## src/rtl/hdlc_tx_pkg.sv

```systemverilog
package hdlc_tx_pkg;
  timeunit 1ns;
  timeprecision 1ps;

  typedef enum logic [1:0] {
    ST_FLAG  = 2'd0,
    ST_DATA  = 2'd1,
    ST_FCS   = 2'd2,
    ST_ABORT = 2'd3
  } tx_state_e;

  localparam logic [7:0]  FLAG_PATTERN = 8'h7E;
  localparam logic [15:0] POLY16_REFL  = 16'h8408;
  localparam logic [31:0] POLY32_REFL  = 32'hEDB88320;
  localparam int unsigned STUFF_RUN    = 5;

  // One reflected CRC step; in 16-bit mode only the low half moves.
  function automatic logic [31:0] crc_step(input logic [31:0] c,
                                           input logic d,
                                           input logic wide);
    logic        fb;
    logic [15:0] c16;
    logic [31:0] c32;
    fb = c[0] ^ d;
    if (wide) begin
      c32 = {1'b0, c[31:1]};
      if (fb) c32 = c32 ^ POLY32_REFL;
      return c32;
    end else begin
      c16 = {1'b0, c[15:1]};
      if (fb) c16 = c16 ^ POLY16_REFL;
      return {c[31:16], c16};
    end
  endfunction
endpackage

```

## src/rtl/hdlc_tx_fifo.sv

```systemverilog
module hdlc_tx_fifo #(
  parameter int DEPTH = 64,
  parameter int DW    = 8,
  localparam int AW    = $clog2(DEPTH),
  localparam int LVL_W = $clog2(DEPTH + 1)
) (
  input  logic             clk,
  input  logic             rst,
  input  logic             wr_en,
  input  logic [DW-1:0]    wr_data,
  input  logic             wr_last,
  output logic             full,
  input  logic             pop,
  output logic             head_v,
  output logic [DW-1:0]    head_data,
  output logic             head_last,
  output logic [LVL_W-1:0] level,
  output logic             frame_held
);
  timeunit 1ns;
  timeprecision 1ps;

  logic [DW:0]      mem [DEPTH];
  logic [DW:0]      head_q;
  logic [AW-1:0]    wp, rp;
  logic [LVL_W-1:0] mem_cnt, lvl_q, frames_q;
  logic             head_vq;
  logic             push, fetch, deq;

  assign full  = (lvl_q >= LVL_W'(DEPTH));
  assign push  = wr_en && !full;
  assign deq   = pop && head_vq;
  assign fetch = (mem_cnt != '0) && (!head_vq || pop);

  // storage array with synchronous read, suited to block RAM
  always_ff @(posedge clk) begin
    if (push) mem[wp] <= {wr_last, wr_data};
  end

  always_ff @(posedge clk) begin
    if (fetch) head_q <= mem[rp];
  end

  always_ff @(posedge clk) begin
    if (rst) begin
      wp       <= '0;
      rp       <= '0;
      mem_cnt  <= '0;
      lvl_q    <= '0;
      frames_q <= '0;
      head_vq  <= 1'b0;
    end else begin
      if (push)  wp <= (wp == AW'(DEPTH - 1)) ? '0 : wp + 1'b1;
      if (fetch) rp <= (rp == AW'(DEPTH - 1)) ? '0 : rp + 1'b1;
      case ({push, fetch})
        2'b10:   mem_cnt <= mem_cnt + 1'b1;
        2'b01:   mem_cnt <= mem_cnt - 1'b1;
        default: mem_cnt <= mem_cnt;
      endcase
      case ({push, deq})
        2'b10:   lvl_q <= lvl_q + 1'b1;
        2'b01:   lvl_q <= lvl_q - 1'b1;
        default: lvl_q <= lvl_q;
      endcase
      case ({push && wr_last, deq && head_q[DW]})
        2'b10:   frames_q <= frames_q + 1'b1;
        2'b01:   frames_q <= frames_q - 1'b1;
        default: frames_q <= frames_q;
      endcase
      if (fetch)    head_vq <= 1'b1;
      else if (deq) head_vq <= 1'b0;
    end
  end

  assign head_v     = head_vq;
  assign head_data  = head_q[DW-1:0];
  assign head_last  = head_q[DW];
  assign level      = lvl_q;
  assign frame_held = (frames_q != '0);
endmodule

```

## src/rtl/hdlc_tx_fcs.sv

```systemverilog
module hdlc_tx_fcs
  import hdlc_tx_pkg::*;
#(
  parameter int CRC_W = 32
) (
  input  logic clk,
  input  logic rst,
  input  logic init,
  input  logic upd,
  input  logic din,
  input  logic shift,
  input  logic wide,
  output logic fcs_bit
);
  timeunit 1ns;
  timeprecision 1ps;

  logic [CRC_W-1:0] crc_q;

  always_ff @(posedge clk) begin
    if (rst || init)  crc_q <= '1;
    else if (upd)     crc_q <= crc_step(crc_q, din, wide);
    else if (shift)   crc_q <= {1'b0, crc_q[CRC_W-1:1]};
  end

  // the check sequence leaves complemented, low bit first
  assign fcs_bit = ~crc_q[0];
endmodule

```

## src/rtl/hdlc_tx_serial.sv

```systemverilog
module hdlc_tx_serial
  import hdlc_tx_pkg::*;
#(
  parameter int LVL_W   = 7,
  parameter int GAP_W   = 6,
  parameter int MAX_GAP = 62,
  localparam int CNT_W  = 6
) (
  input  logic             clk,
  input  logic             rst,
  input  logic             tx_ce,
  input  logic             head_v,
  input  logic [7:0]       head_data,
  input  logic             head_last,
  input  logic [LVL_W-1:0] level,
  input  logic             frame_held,
  input  logic [GAP_W-1:0] cfg_gap,
  input  logic [LVL_W-1:0] cfg_wmark,
  input  logic             cfg_fcs32,
  input  logic             fcs_bit,
  output logic             pop,
  output logic             crc_init,
  output logic             crc_upd,
  output logic             crc_din,
  output logic             crc_shift,
  output logic             crc_wide,
  output logic             tx_bit,
  output logic             underrun
);
  timeunit 1ns;
  timeprecision 1ps;

  tx_state_e        st_q, st_n;
  logic [7:0]       sh_q, sh_n;
  logic             last_q, last_n;
  logic [2:0]       idx_q, idx_n;
  logic [2:0]       ones_q, ones_n;
  logic [GAP_W-1:0] fcnt_q, fcnt_n, fc_inc, gap_eff;
  logic [CNT_W-1:0] fsent_q, fsent_n, fcs_len;
  logic             wide_q, wide_n;
  logic             bit_q, bit_n;
  logic             urun_n, urun_q;
  logic             may_start;

  always_comb begin
    if (cfg_gap == '0)                     gap_eff = GAP_W'(1);
    else if (cfg_gap > GAP_W'(MAX_GAP))    gap_eff = GAP_W'(MAX_GAP);
    else                                   gap_eff = cfg_gap;
  end

  assign fc_inc    = (fcnt_q == '1) ? fcnt_q : fcnt_q + 1'b1;
  assign fcs_len   = wide_q ? CNT_W'(32) : CNT_W'(16);
  assign may_start = head_v && ((level >= cfg_wmark) || frame_held) &&
                     (fc_inc >= gap_eff);
  assign crc_wide  = wide_q;

  always_comb begin
    st_n      = st_q;
    sh_n      = sh_q;
    last_n    = last_q;
    idx_n     = idx_q;
    ones_n    = ones_q;
    fcnt_n    = fcnt_q;
    fsent_n   = fsent_q;
    wide_n    = wide_q;
    bit_n     = bit_q;
    urun_n    = 1'b0;
    pop       = 1'b0;
    crc_init  = 1'b0;
    crc_upd   = 1'b0;
    crc_din   = 1'b0;
    crc_shift = 1'b0;
    if (tx_ce) begin
      unique case (st_q)
        ST_FLAG: begin
          bit_n = FLAG_PATTERN[idx_q];
          idx_n = idx_q + 1'b1;
          if (idx_q == 3'd7) begin
            fcnt_n = fc_inc;
            if (may_start) begin
              st_n     = ST_DATA;
              sh_n     = head_data;
              last_n   = head_last;
              pop      = 1'b1;
              crc_init = 1'b1;
              wide_n   = cfg_fcs32;
              ones_n   = '0;
            end
          end
        end
        ST_DATA: begin
          if (ones_q == 3'(STUFF_RUN)) begin
            bit_n  = 1'b0;
            ones_n = '0;
          end else begin
            bit_n   = sh_q[0];
            crc_upd = 1'b1;
            crc_din = sh_q[0];
            ones_n  = sh_q[0] ? ones_q + 1'b1 : '0;
            sh_n    = {1'b0, sh_q[7:1]};
            idx_n   = idx_q + 1'b1;
            if (idx_q == 3'd7) begin
              if (last_q) begin
                st_n    = ST_FCS;
                fsent_n = '0;
              end else if (head_v) begin
                sh_n   = head_data;
                last_n = head_last;
                pop    = 1'b1;
              end else begin
                st_n = ST_ABORT;
              end
            end
          end
        end
        ST_FCS: begin
          if (ones_q == 3'(STUFF_RUN)) begin
            bit_n  = 1'b0;
            ones_n = '0;
          end else if (fsent_q == fcs_len) begin
            // closing flag: its first bit leaves now
            bit_n  = FLAG_PATTERN[0];
            st_n   = ST_FLAG;
            idx_n  = 3'd1;
            fcnt_n = '0;
            ones_n = '0;
          end else begin
            bit_n     = fcs_bit;
            crc_shift = 1'b1;
            ones_n    = fcs_bit ? ones_q + 1'b1 : '0;
            fsent_n   = fsent_q + 1'b1;
          end
        end
        ST_ABORT: begin
          bit_n  = 1'b1;
          urun_n = (idx_q == 3'd0);
          idx_n  = idx_q + 1'b1;
          if (idx_q == 3'd7) begin
            st_n   = ST_FLAG;
            idx_n  = '0;
            fcnt_n = '0;
            ones_n = '0;
          end
        end
        default: st_n = ST_FLAG;
      endcase
    end
  end

  always_ff @(posedge clk) begin
    if (rst) begin
      st_q    <= ST_FLAG;
      sh_q    <= '0;
      last_q  <= 1'b0;
      idx_q   <= '0;
      ones_q  <= '0;
      fcnt_q  <= '1;
      fsent_q <= '0;
      wide_q  <= 1'b0;
      bit_q   <= 1'b1;
      urun_q  <= 1'b0;
    end else begin
      st_q    <= st_n;
      sh_q    <= sh_n;
      last_q  <= last_n;
      idx_q   <= idx_n;
      ones_q  <= ones_n;
      fcnt_q  <= fcnt_n;
      fsent_q <= fsent_n;
      wide_q  <= wide_n;
      bit_q   <= bit_n;
      urun_q  <= urun_n;
    end
  end

  assign tx_bit   = bit_q;
  assign underrun = urun_q;
endmodule

```

## src/rtl/hdlc_tx_framer.sv

```systemverilog
module hdlc_tx_framer #(
  parameter int DEPTH   = 64,
  parameter int GAP_W   = 6,
  parameter int MAX_GAP = 62,
  localparam int LVL_W  = $clog2(DEPTH + 1)
) (
  input  logic             clk,
  input  logic             rst,
  input  logic             wr_en,
  input  logic [7:0]       wr_data,
  input  logic             wr_last,
  output logic             wr_full,
  input  logic             cfg_fcs32,
  input  logic [GAP_W-1:0] cfg_gap,
  input  logic [LVL_W-1:0] cfg_wmark,
  input  logic             tx_ce,
  output logic             tx_bit,
  output logic             tx_underrun
);
  timeunit 1ns;
  timeprecision 1ps;

  logic             pop, head_v, head_last, frame_held;
  logic [7:0]       head_data;
  logic [LVL_W-1:0] fifo_level;
  logic             crc_init, crc_upd, crc_din, crc_shift, crc_wide, fcs_bit;

  hdlc_tx_fifo #(.DEPTH(DEPTH), .DW(8)) u_fifo (
    .clk(clk), .rst(rst),
    .wr_en(wr_en), .wr_data(wr_data), .wr_last(wr_last), .full(wr_full),
    .pop(pop), .head_v(head_v), .head_data(head_data), .head_last(head_last),
    .level(fifo_level), .frame_held(frame_held)
  );

  hdlc_tx_serial #(.LVL_W(LVL_W), .GAP_W(GAP_W), .MAX_GAP(MAX_GAP)) u_ser (
    .clk(clk), .rst(rst), .tx_ce(tx_ce),
    .head_v(head_v), .head_data(head_data), .head_last(head_last),
    .level(fifo_level), .frame_held(frame_held),
    .cfg_gap(cfg_gap), .cfg_wmark(cfg_wmark), .cfg_fcs32(cfg_fcs32),
    .fcs_bit(fcs_bit), .pop(pop),
    .crc_init(crc_init), .crc_upd(crc_upd), .crc_din(crc_din),
    .crc_shift(crc_shift), .crc_wide(crc_wide),
    .tx_bit(tx_bit), .underrun(tx_underrun)
  );

  hdlc_tx_fcs #(.CRC_W(32)) u_fcs (
    .clk(clk), .rst(rst), .init(crc_init), .upd(crc_upd), .din(crc_din),
    .shift(crc_shift), .wide(crc_wide), .fcs_bit(fcs_bit)
  );
endmodule

```

## config.mk

```make
export PLATFORM = sky130hd
export DESIGN_NAME = hdlc_tx_framer
export DESIGN_NICKNAME = d
export VERILOG_FILES = /design/src/rtl/hdlc_tx_pkg.sv /design/src/rtl/hdlc_tx_fifo.sv /design/src/rtl/hdlc_tx_fcs.sv /design/src/rtl/hdlc_tx_serial.sv /design/src/rtl/hdlc_tx_framer.sv
export SDC_FILE = /design/constraint.sdc
export NUM_CORES = 1
export LEC_CHECK = 0
export BUFFER_PORTS_ARGS = -buffer_cell sky130_fd_sc_hd__buf_2
export CAP_MARGIN = 25
export CORE_MARGIN = 2
export CORE_UTILIZATION = 30
export CTS_CLUSTER_SIZE = 25
export DETAILED_ROUTE_END_ITERATION = 10
export HOLD_SLACK_MARGIN = 0.1
export SYNTH_ARGS = -nofsm -noshare
export SYNTH_HDL_FRONTEND = slang
export SYNTH_SLANG_ARGS = --single-unit
export TNS_END_PERCENT = 50
```

## constraint.sdc

```tcl
create_clock -name clk -period 4.3 [get_ports clk]
set_input_delay 0.215 -clock clk [delete_from_list [all_inputs] [get_ports clk]]
set_output_delay 0.215 -clock clk [all_outputs]
set_load 0.005 [all_outputs]
```

## Word-level counts from Yosys, hierarchy flattened

Memory sizes are Yosys's and may differ from the RTL's. A register that Yosys moved wholly into a read port is not among the register bits.
Index checks and enable logic that the tools add are counted.

| storage, ports and cells | value |
|---|---|
| bits in writable memories | 576 |
| output and inout bits | 3 |
| ROM bits | 8 |
| logic and storage cells | 197 |
| memories kept | 2 |
| register bits after elaboration | 98 |

Memories:

| memory | depth | width | rd ports | clocked after Yosys merged registers in | write ports | RTL line | RTL |
|---|---|---|---|---|---|---|---|
| u_fifo.mem | 64 | 9 | 1 | 1 | 1 | hdlc_tx_fifo.sv:23 | `logic [DW:0] mem [DEPTH];` |
| (name not given) | 8 | 1 | 1 | 1 | 0 | hdlc_tx_serial.sv:76 | `bit_n = FLAG_PATTERN[idx_q];` |

| cells by class | value |
|---|---|
| bitwise operators | 6 |
| add/subtract/negate cells | 12 |
| reduce and logical (&&, ||, !) cells | 35 |
| $lt $le $gt $ge | 5 |
| equality and inequality tests | 26 |
| multiplexer cells | 93 |

Operator list:

| cell | count |
|---|---|
| 32-bit two-way mux | 4 |
| 6-bit two-way mux | 15 |
| 8-bit two-way mux | 6 |
| 3-bit two-way mux | 14 |
| 7-bit case mux with 2 select lines | 3 |
| 1-bit two-way mux | 32 |
| 6-bit by 1-bit adder with 6-bit output, second input constant | 4 |
| 3-bit case mux with 4 select lines | 2 |
| 7-bit by 1-bit adder with 7-bit output, second input constant | 3 |
| 7-bit by 1-bit subtractor with 7-bit output, second input constant | 3 |
| 6-bit equality test, second input constant | 3 |
| 2-bit two-way mux | 9 |
| 6-bit case mux with 3 select lines | 1 |
| 16-bit two-way mux | 1 |
| 8-bit case mux with 2 select lines | 1 |
| 2-bit by 1-bit inequality test with 1-bit output, second input constant | 7 |
| 13-bit inverter with 14-bit output | 1 |
| 2-bit nonzero test | 7 |
| 7-bit nonzero test | 2 |
| 6-bit case mux with 2 select lines | 1 |
| 4-bit AND reduction | 3 |
| 6-bit AND reduction | 2 |
| 2-bit equality test, second input constant | 5 |
| 9-bit AND reduction | 1 |
| other kinds (28) | 47 |

## Depth between registers and ports, before layout

| logic depth | value |
|---|---|
| depth in word-level cells | 13 |
| mapped depth | 21 |

## Cells and area by module

From an unflattened synthesis, not the netlist that was laid out.

| second synthesis, totals | value |
|---|---|
| cells, all modules | 1,728 |
| area total of the unflattened synthesis | 28,372.2 µm² |

By module, submodules not included:

| module | times used | area each (µm²) | cells an instance |
|---|---|---|---|
| hdlc_tx_fifo | 1 | 24,633.6 | 1,290 |
| hdlc_tx_serial | 1 | 2,279.7 | 267 |
| hdlc_tx_fcs | 1 | 1,458.9 | 171 |

## Worst setup path before layout

Ideal clock, no wire load.

| timing | value |
|---|---|
| kind | flip-flop to flip-flop |
| start point | register u_ser.fcnt_q[0] |
| end point | register u_fifo.frames_q[6] |
| period minus slack after synthesis | 4,615 ps |
| stages on the path, launching flop included | 21 |
| slack | -315 ps |
| arrival time | 4,545 ps |
| buffers on the path | 1 |
| setup time | 70 ps |
| cell sequence | dfxtp_1 ha_1 and2_1 nand4_1 mux2_2 ha_1 a21oi_1 o21ai_0 o21ai_4 or2_2 a211oi_1 ha_1 buf_1 xor2_1 ha_1 a21oi_1 nand2b_1 a21oi_1 a2bb2oi_1 or3_1 a21oi_1 |

| on the way | value |
|---|---|
| longest elaborated chain between the ends | 12 |
| elaborated cells on any way between the ends | 15 |

RTL lines:

| item | RTL line | RTL |
|---|---|---|
| from (decl) | hdlc_tx_serial.sv:38 | `logic [GAP_W-1:0] fcnt_q, fcnt_n, fc_inc, gap_eff;` |
| from (signal assigned) | hdlc_tx_serial.sv:168 | `fcnt_q <= fcnt_n;` |
| 6-bit by 1-bit adder with 6-bit output / 6-bit equality test (equally long branches) | hdlc_tx_serial.sv:51 | `assign fc_inc = (fcnt_q == '1) ? fcnt_q : fcnt_q + 1'b1;` |
| 6-bit two-way mux (*) | hdlc_tx_serial.sv:51 |  |
| 6-bit greater-or-equal comparator (*) | hdlc_tx_serial.sv:54 | `(fc_inc >= gap_eff);` |
| 1-bit logical AND (*) | hdlc_tx_serial.sv:53 | `assign may_start = head_v && ((level >= cfg_wmark) \|\| frame_held) &&` |
| 1-bit two-way mux (*) | hdlc_tx_serial.sv:80 | `if (may_start) begin` |
| 1-bit two-way mux (*) | hdlc_tx_serial.sv:78 | `if (idx_q == 3'd7) begin` |
| 1-bit case mux with 2 select lines (*) | hdlc_tx_serial.sv:74 | `unique case (st_q)` |
| 1-bit two-way mux (*) | hdlc_tx_serial.sv:73 | `if (tx_ce) begin` |
| 1-bit logical AND (*) | hdlc_tx_fifo.sv:32 | `assign deq = pop && head_vq;` |
| 1-bit logical AND (*) | hdlc_tx_fifo.sv:65 | `case ({push && wr_last, deq && head_q[DW]})` |
| 2-bit by 1-bit equality test with 1-bit output / 2-bit equality test (equally long branches) | hdlc_tx_fifo.sv:65 |  |
| 7-bit case mux with 2 select lines / 2-bit nonzero test (equally long branches) | n/a |  |
| to (signal assigned) | hdlc_tx_fifo.sv:66 | `2'b10: frames_q <= frames_q + 1'b1;` |
| to (signal assigned) | hdlc_tx_fifo.sv:67 | `2'b01: frames_q <= frames_q - 1'b1;` |
| to (signal assigned) | hdlc_tx_fifo.sv:68 | `default: frames_q <= frames_q;` |
| to (decl) | hdlc_tx_fifo.sv:26 | `logic [LVL_W-1:0] mem_cnt, lvl_q, frames_q;` |

Mark *: on every way between the ends. The rest lies on a longest branch, timed or not.
A chain may end at the register's enable or synchronous reset.

## Worst setup path in the final report

| timing | value |
|---|---|
| start point | register u_ser.fcnt_q[1] |
| end point | register u_fifo.lvl_q[6], in the netlist u_fifo.level[6] |

| on the way | value |
|---|---|
| longest elaborated chain between the ends | 11 |
| elaborated cells on any way between the ends | 14 |

RTL lines:

| item | RTL line | RTL |
|---|---|---|
| 6-bit by 1-bit adder with 6-bit output / 6-bit equality test (equally long branches) | hdlc_tx_serial.sv:51 |  |
| 6-bit two-way mux (*) | hdlc_tx_serial.sv:51 |  |
| 6-bit greater-or-equal comparator (*) | hdlc_tx_serial.sv:54 |  |
| 1-bit logical AND (*) | hdlc_tx_serial.sv:53 |  |
| 1-bit two-way mux (*) | hdlc_tx_serial.sv:80 |  |
| 1-bit two-way mux (*) | hdlc_tx_serial.sv:78 |  |
| 1-bit case mux with 2 select lines (*) | hdlc_tx_serial.sv:74 |  |
| 1-bit two-way mux (*) | hdlc_tx_serial.sv:73 |  |
| 1-bit logical AND (*) | hdlc_tx_fifo.sv:32 |  |
| 2-bit by 1-bit equality test with 1-bit output / 2-bit equality test (equally long branches) | hdlc_tx_fifo.sv:60 | `case ({push, deq})` |
| 7-bit case mux with 2 select lines / 2-bit nonzero test (equally long branches) | n/a |  |
| to (signal assigned) | hdlc_tx_fifo.sv:61 | `2'b10: lvl_q <= lvl_q + 1'b1;` |
| to (signal assigned) | hdlc_tx_fifo.sv:62 | `2'b01: lvl_q <= lvl_q - 1'b1;` |
| to (signal assigned) | hdlc_tx_fifo.sv:63 | `default: lvl_q <= lvl_q;` |
| to (decl) | hdlc_tx_fifo.sv:26 |  |

Marks and branches as above.

==> results.py <==
metrics = {
    "route": {
        "drtIter0Drc": 1320,
        "dr.pass1.iters": 5,
        "wl_per_cell_um": 20.3,
        "via_per_inst": 5.02,
        "dr_total_vias": 15537,
        "drc": 0,
        "drtAntennaViolNets": 0,
        "routed_wirelength_mm": 62.7,
    },
    "global_route": {
        "grt_max_degree": 65,
        "use_met2_pct": 21.0,
        "globalRouteMet3Util_pct": 2.32,
        "grt.overflow.total": 0,
        "antenna_found_initial": 1,
        "grt_util_met1_pct": 17.5,
        "grt_pass1_vias": 15781,
        "grt_usage_pct": 12.9,
        "grt_pass1_wl_mm": 96.2,
        "busiest_layer": "met2",
    },
    "floorplanning": {
        "die_h_um": 311,
        "die_width_um": 311,
        "core-area_um2": 93500,
        "ios": 30,
        "die_area_um2": 97000,
        "row_count": 112,
        "start_util_pct": 30.3,
    },
    "yosys": {
        "synth-edff-count": 585,
        "synth_area_leaders": "edfxtp_1 62%, mux4_2 11%, dfxtp_1 7.0%",
        "synth_cells": 1740,
        "yosys_warnings": 0,
        "synth.avg_cell_area_um2": 16.3,
        "ys_ff_latch": 684,
        "yosysTopAreaCell": "edfxtp_1",
        "synth_cell_types": 76,
        "syn_area_um2": 28400,
        "synth_top_area_share_pct": 61.9,
        "synth_ff_type": "edfxtp_1",
        "synth_nets": 1811,
        "yosysSeqAreaShare_pct": 68.9,
        "async_reset_ff_share_pct": 0,
    },
    "layout": {
        "fillers": 8821,
        "fin_area_um2": 32500,
        "layout_common_cells": "585 x edfxtp_1, 144 x mux4_2, 125 x nor2_1",
        "num_antenna_cells": 0,
        "finalNonFillerCells": 3092,
        "layout_commonest_cell": "edfxtp_1",
        "drive_above_1_share_pct": 21.3,
        "fin_nets": 1855,
        "syn2layout_area_growth_pct": 14.5,
    },
    "placed_design": {
        "port_buffers": 29,
        "gp_congestion": 0.824,
        "place_area_um2": 30000,
        "place_inst": 2956,
        "place_hpwl_mm": 37.3,
    },
    "sta": {
        "skew_ps": 34.5,
        "fmax_mhz": 245,
        "hold_viol": 0,
        "period_share_pct": 95.1,
        "max_slew_margin_pct": 30.8,
        "finalMaxSlewViolations": 0,
        "period_minus_slack_ps": 4090,
        "setup_violations": 0,
        "worst_slew_pin_slew_ps": 1030,
    },
    "worst_setup_path": {
        "startpoint_type": "register",
        "critPathArrivalTime_ps": 4550,
        "cp-end-kind": "register",
        "path_max_fanout": 5,
        "worst-setup-path-type": "register to register",
        "crit-reg2reg-launch": "u_ser.fcnt_q[1]",
        "critPathRequiredTime_ps": 4760,
        "crit_start": "u_ser.fcnt_q[1]",
    },
    "status": {
        "outcome": "finished clean",
    },
    "cts": {
        "root_buffer": "clkbuf_16",
        "clkSinkCount": 684,
        "clk_latency_ps": 630,
        "cts_made_buffers": 70,
        "clk_pin_slew_ps": 60,
        "clk_path_buf_depth": 3,
        "htree_levels": 3,
        "cts_tree": "yes",
    },
    "power_and_ir_drop": {
        "p_leak_uw": 0.0103,
        "vdd_drop_max_v": 0.000406,
        "power_uw": 16400,
        "power.density_nw_per_um2": 505,
    },
    "flow_run": {
        "cap_viol_max_count": 0,
    },
    "worst_hold_path": {
        "hold_path.startpoint": "wr_en",
        "hold_path.class": "input port to register",
    },
}
==> sequential cells by signal, summed over array words and instances (netlist names), named ones only <==
name             count
u_ser.ones_q         3
u_fifo.frames_q      7
u_fifo.level         7
u_fifo.head_q        9
u_ser.st_q           2
u_fcs.crc_q         32
u_ser.crc_wide       1
u_fifo.head_v        1
u_fifo.mem         576
u_ser.last_q         1
u_ser.idx_q          3
u_ser.underrun       1
u_ser.tx_bit         1
u_ser.sh_q           8
u_ser.fcnt_q         6
u_fifo.rp            6
u_ser.fsent_q        6
u_fifo.wp            6
u_fifo.mem_cnt       7
==> final cells by class <==
type                       count  area, um^2  share of cell area, %
clock buffer                  92        1940                   5.97
clock inverter                34         418                   1.29
inverter                      37         139                  0.428
multi-input combinational    919        8320                   25.6
sequential                   684       19600                   60.2
tap                         1254        1570                   4.83
timing repair buffer          72         548                   1.69
==> cell usage after synthesis (33+ instances only) <==
master / instances
nand2_1: 114
inv_1: 36
mux4_2: 144
edfxtp_1: 585
a21oi_1: 68
nand3_1: 33
dfxtp_1: 99
o21ai_0: 40
clkbuf_1: 60
nor2_1: 126
ha_1: 42
a22oi_1: 57
==> report_power, final <==
part           internal [uW]  switching (uW)  leakage, uW
combinational           1260            1450      0.00311
clock                   3630            2590      0.00115
sequential              7330             168      0.00607
total                  12200            4200       0.0103
==> final timing paths <==
path | end | slack [ps] | cells past startpoint
worst min register to register | u_ser.underrun | 460 | 1
worst max register to register | u_fifo.level[6] | 210 | 21
worst min-delay path | u_fifo.wp[1] | 200 | 5
worst max-delay path | u_fifo.level[6] | 210 | 21
==> metal layers <==
| metal | share of wire [%] | wire length [um] |
|---|---|---|
| met5 | 0 | 0 |
| met4 | 2.3 | 1440 |
| met3 | 5.6 | 3510 |
| met2 | 49 | 30500 |
| met1 | 43 | 27200 |
==> what timing repair did <==
item	4_1_cts	5_1_grt
setup buffers	1	3
cloned	0	0
endpoints found under the hold margin	20	0
hold buffers	3	0
pin swaps	1	2
resized for setup	4	14
setup endpoints to repair	7	8
==> kinds of logic (layout without fill, tap and decap cells) <==
kind of cell               Yosys count  after routing  synth area share [%]
AOI/OAI and AO/OA                  273            273                  6.77
xor gates and xnor gates            39             39                  1.20
adders and majority gates           44             44                  1.99
buffers and inverters              137            235                  2.09
DFF                                684            684                  68.9
muxes                              175            175                  12.6
and+or+nand+nor                    388            388                  6.42
==> per-stage QoR <==
step	utilization, %	setup slack, ps	TNS, ps	hold WS, ps
after floorplan	-	-50.9	-50.9	314
after global placement	32.0	-42.6	-42.6	442
after detailed placement	32.1	-185	-553	449
after CTS	34.7	8.67	0	178
after global routing	34.8	-31.5	-31.5	198
final	34.8	211	0	196
==> critical path, stage by stage, from the launching register on <==
cell and delay [ps]:
dfxtp_2 360, ha_2 200, and2_4 170, nand4_1 120, buf_4 190, xnor2_1 120
ha_1 270, nand2b_1 90, a21oi_1 90, o21ai_2 220, o21ai_4 80, or2_4 290
a21oi_2 130, ha_2 230, inv_1 60, fa_1 400, nor2b_2 160, o21a_1 160
o21ai_0 100, a211oi_1 290, xor2_1 170, nor2_1 50
Note: power is estimated with default switching activity, not from simulation.
